`src/rtl/adc_index_port.sv`:
```
module adc_index_port #(
  parameter int CHANNELS    = 16,
  parameter int CONV_CYCLES = 24
) (
  input  logic                        clk,
  input  logic                        rst_n,
  input  logic [1:0]                  bus_addr,
  input  logic                        bus_wr,
  input  logic                        bus_rd,
  input  logic [7:0]                  bus_wdata,
  output logic [7:0]                  bus_rdata,
  input  logic [1:0]                  trig_sel,
  input  logic                        ext_trig,
  input  logic                        timer_tick,
  output logic [$clog2(CHANNELS)-1:0] mux_sel,
  input  logic [11:0]                 sample
);
  localparam int CH_W  = $clog2(CHANNELS);
  localparam int CNT_W = $clog2(CONV_CYCLES + 1);
  localparam logic [CNT_W-1:0] CNT_LAST = CNT_W'(CONV_CYCLES - 1);
  localparam logic [7:0] IDX_STAT = 8'h00;
  localparam logic [7:0] IDX_CHAN = 8'h01;

  logic [7:0]       idx;
  logic [CH_W-1:0]  chan;
  logic [2:0]       ext_sync;
  logic             busy, done, ovr;
  logic [CNT_W-1:0] cnt;
  logic [11:0]      result;
  logic [3:0]       hi_hold;
  logic             trig;

  wire wr_idx   = bus_wr && bus_addr == 2'd0;
  wire wr_ctl   = bus_wr && bus_addr == 2'd1;
  wire rd_stat  = bus_rd && bus_addr == 2'd1 && idx == IDX_STAT;
  wire rd_lo    = bus_rd && bus_addr == 2'd2;
  wire rd_hi    = bus_rd && bus_addr == 2'd3;
  wire sw_trig  = wr_idx && bus_wdata == IDX_STAT && idx == IDX_CHAN;
  wire ext_rise = ext_sync[1] & ~ext_sync[2];
  wire start    = trig && !busy;
  wire late     = trig && busy;
  wire finish   = busy && cnt == '0;

  always_comb begin
    case (trig_sel)
      2'd0:    trig = sw_trig;
      2'd1:    trig = ext_rise;
      2'd2:    trig = timer_tick;
      default: trig = 1'b0;
    endcase
  end

  assign mux_sel = chan;

  always_ff @(posedge clk) begin
    if (!rst_n) begin
      idx      <= '0;
      chan     <= '0;
      ext_sync <= '0;
    end else begin
      ext_sync <= {ext_sync[1:0], ext_trig};
      if (wr_idx) idx <= bus_wdata;
      if (wr_ctl && idx == IDX_CHAN) chan <= bus_wdata[CH_W-1:0];
    end
  end

  always_ff @(posedge clk) begin
    if (!rst_n) begin
      busy   <= 1'b0;
      cnt    <= '0;
      result <= '0;
    end else if (start) begin
      busy <= 1'b1;
      cnt  <= CNT_LAST;
    end else if (finish) begin
      busy   <= 1'b0;
      result <= sample;
    end else if (busy) begin
      cnt <= cnt - 1'b1;
    end
  end

  always_ff @(posedge clk) begin
    if (!rst_n) begin
      done    <= 1'b0;
      ovr     <= 1'b0;
      hi_hold <= '0;
    end else begin
      if (finish)     done <= 1'b1;
      else if (rd_hi) done <= 1'b0;
      if (late)         ovr <= 1'b1;
      else if (rd_stat) ovr <= 1'b0;
      if (rd_lo) hi_hold <= result[11:8];
    end
  end

  always_comb begin
    bus_rdata = 8'h00;
    case (bus_addr)
      2'd1: begin
        if (idx == IDX_STAT)      bus_rdata = {busy, done, ovr, 5'b0};
        else if (idx == IDX_CHAN) bus_rdata = 8'(chan);
      end
      2'd2:    bus_rdata = result[7:0];
      2'd3:    bus_rdata = {4'b0, hi_hold};
      default: bus_rdata = 8'h00;
    endcase
  end

  a_r6_busy_after_start: assert property (@(posedge clk) disable iff (!rst_n)
    start |=> busy);
  a_r6_done_at_end: assert property (@(posedge clk) disable iff (!rst_n)
    finish |=> (!busy && done));
  a_r6_busy_holds: assert property (@(posedge clk) disable iff (!rst_n)
    (busy && cnt != '0) |=> busy);
  a_r8_overrun_set: assert property (@(posedge clk) disable iff (!rst_n)
    late |=> ovr);
  a_r9_hi_nibble_zero: assert property (@(posedge clk) disable iff (!rst_n)
    (bus_addr == 2'd3) |-> (bus_rdata[7:4] == 4'h0));
  a_r10_done_cleared: assert property (@(posedge clk) disable iff (!rst_n)
    (rd_hi && !finish) |=> !done);
  a_r4_one_start_per_edge: assert property (@(posedge clk) disable iff (!rst_n)
    (trig_sel == 2'd1 && $stable(trig_sel) && ext_rise) |=> !ext_rise);
endmodule

```
`config.mk`:
```
export PLATFORM = sky130hd
export DESIGN_NAME = adc_index_port
export DESIGN_NICKNAME = d
export VERILOG_FILES = /design/src/rtl/adc_index_port.sv
export SDC_FILE = /design/constraint.sdc
export NUM_CORES = 1
export LEC_CHECK = 0
export CORE_UTILIZATION = 40
export CTS_BUF_LIST = sky130_fd_sc_hd__clkbuf_8
export CTS_CLUSTER_SIZE = 8
export DETAILED_ROUTE_END_ITERATION = 10
export DONT_BUFFER_PORTS = 1
export SLEW_MARGIN = 0
export SYNTH_ARGS = -nofsm -noshare
export SYNTH_HDL_FRONTEND = slang
export SYNTH_SLANG_ARGS = --single-unit
```
`constraint.sdc`:
```
create_clock -name clk -period 3.7 [get_ports clk]
set_input_delay 0.185 -clock clk [delete_from_list [all_inputs] [get_ports clk]]
set_output_delay 0.185 -clock clk [all_outputs]
set_load 0.02 [all_outputs]
```
==> flow_summary.toml <==
[run_status]
status = "complete, no violations"

[global_route]
grt_first_pass_wirelength_mm = 5.66
use_met2_pct = 28.4
antenna_found_initial = 0
overflow = 0
use_met1_pct = 19.5
grt_max_degree = 30
grt_pass1_vias = 1279
busiest_layer = "met2"
grtUsageTotal_pct = 17.2
gr-usage-met3_pct = 5.74

[sta]
period_share_pct = 59.4
slew_headroom_pct = 28.2
final.setup.tns_ns = 0
worstMarginPinSlew_ns = 1.07
slew_viol_final = 0
fin_hold_ws_ns = 0.0182
setup_violations = 0
clock.fmax_mhz = 455
fin_crit_ns = 2.20
finalClockSkew_ns = 0.00958
rsz0062_at_grt = "false"
hold_viol_final = 0

[synth]
synthCells = 202
yosysSeqAreaShare_pct = 45.7
syn_area_um2 = 1710
synth_top_area_share_pct = 45.7
synth_area_leaders = "dfxtp_1 (46%), nand2_1 (9.9%), a21oi_1 (7.0%)"
yosys_warnings = 0
synth_top_area_cell = "dfxtp_1"
ys_ff_latch = 39
syn-num-nets = 233
synth.distinct_cells = 38
synth.avg_cell_area_um2 = 8.45

[cells_and_area]
layout-drive-gt1-share_pct = 7.96
fin_cells = 251
diodes = 0
fillerInstances = 416
syn_to_final_growth_pct = 7.04
regArea_um2 = 781
multi_input_area_um2 = 866
final_nets = 231

[setup_path]
critPathLaunchType = "flip-flop"
cp_slowest_stage_delay_ns = 0.55
crit_path_end = "bus_rdata[3]"
cp.required_ns = 3.51
reg2reg_setup_slack_ns = 1.78
path_cells = "or4_4 -> or3b_4 -> o21ai_1"
crit_path_max_fanout = 5
cp-end-kind = "output port"
timing.rr.end = "result[11]"
rr_worst_depth = 6
reg2reg_from = "cnt[0]"
arrival_ns = 2.01
timing_worst_setup_path_type = "reg -> out"
crit_start = "idx[1]"
crit_slowest_cell = "or4_4"

[routing]
firstDrtPassIters = 4
ant_nets = 0
wl_per_cell_um = 15.0
drtIter0Drc = 47
vias = 1395
route.detailed.drc = 0
vias_per_cell = 5.56
wl_mm = 3.77

[placement]
dp_hpwl_mm = 2.75
gp_congestion = 0.755
io_buffers = 0
dp.cells = 243

[die]
die_h_um = 67.3
rows = 23
die-area_um2 = 4530
start_util_pct = 42.1
fp.dieW_um = 67.3
pin_count = 42
core_um2 = 4060

[power]
vdd_drop_max_mv = 0.148
p_total_uw = 801
powerDensity_nw_per_um2 = 439
leakagePower_uw = 0.000647

[cts]
cts_tree = "yes"
hold_buffers = 0
cts_buffer_depth = 2
clk_pin_slew_ns = 0.07
cts_root_buf = "clkbuf_8"
cts_buffers = 5
cts_setup_buffers = 0
cts_resized = 0
cts.sinks = 39
clock_latency_ns = 0.29
cts_max_level = 2

[run]
maxCapViolCount = 0

[hold_path]
worstHoldPathType = "in -> reg"
power breakdown:
part           switching [µW]  leakage, µW  total, µW  internal [µW]
combinational            42.3     0.000283       73.6           31.2
clock                     149    0.0000477        278            129
sequential               13.5     0.000317        450            436
total                     204     0.000647        801            597
worst max-delay path, delay by kind of cell, from the launching register on:
kind,cells,cell delay (ns)
AOI/OAI and AO/OA,1,0.38
DFF,1,0.33
and+or+nand+nor,2,1.02
how the worst min path moves through the flow:
stage,start,end,cells after the start
after floorplan,ext_trig,ext_sync[0],1
after global placement,rst_n,ext_sync[1],1
after detailed placement,rst_n,ext_sync[1],1
after CTS,sample[0],result[0],2
after global routing,sample[4],result[4],2
final,rst_n,ext_sync[0],1
Yosys cell counts (all sizes together):
master	instances
or4b	1
or4	2
a31o	1
nand3	8
o21ai	5
buf	2
nor2	11
or4bb	1
a2bb2oi	1
a221oi	1
nor3b	2
and2	5
nor4	5
nand2	45
nor2b	1
or3b	1
and3	3
o31ai	1
mux2i	12
inv	7
nand2b	1
nor3	2
clkbuf	8
nand4	1
xnor2	2
a22o	3
ha	1
mux2	2
o21bai	1
o211a	1
or3	1
nor4b	1
a21oi	24
dfxtp	39
sequential cells by signal, indices dropped and copies added (netlist names):
name      count
mux_sel       4
idx           8
result       12
done          1
cnt           5
busy          1
ovr           1
hi_hold       4
ext_sync      3
kinds of logic (layout without fill, tap and decap cells):
kind of cell	count (synthesis)	after routing	share of synthesized area [%]
DFF	39	39	45.7
adders and majority gates	1	1	0.733
AOI/OAI and AO/OA	38	38	13.1
buffers and inverters	17	16	3.89
and+or+nand+nor	91	91	27.2
xor gates and xnor gates	2	2	1.03
muxes	14	14	8.36
metal layers:
| layer | part of all wire (%) | vias to the layer above |
|---|---|---|
| li1 | - | 696 |
| met2 | 47 | 31 |
| met4 | 1.5 | 0 |
| met1 | 46 | 664 |
| met5 | 0 | - |
| met3 | 5.5 | 4 |
layout by cell type (no fill, tap or decap), drive strengths merged, types with 2 or more instances in the layout:
cell	netlist	layout
clkinv	0	3
clkbuf	8	5
nor2	11	11
and2	5	5
nor4	5	5
nand2	45	45
a21oi	24	24
o21ai	5	5
nor3b	2	2
or4	2	2
mux2i	12	12
nor3	2	2
xnor2	2	2
mux2	2	2
and3	3	3
a22o	3	3
inv	7	7
nand3	8	8
dfxtp	39	39
layout make-up:
cell class	count	area share [%]
multi-input cells	146	47.4
flip-flops and latches	39	42.7
clock buffers	5	3.77
well taps	50	3.42
inverters	7	1.44
clock inverters	3	0.822
repair buffers	1	0.411
metrics by stage:
step / util (%) / instance area, µm² / setup slack, ns
after global placement: 43.0 / 1740 / 1.83
after detailed placement: 43.0 / 1740 / 1.77
final: 45.0 / 1830 / 1.50
after global routing: 45.0 / 1830 / 1.41
after CTS: 45.0 / 1830 / 1.48
after floorplan: - / 1710 / 1.87
Power figures use the tool's default switching activity.
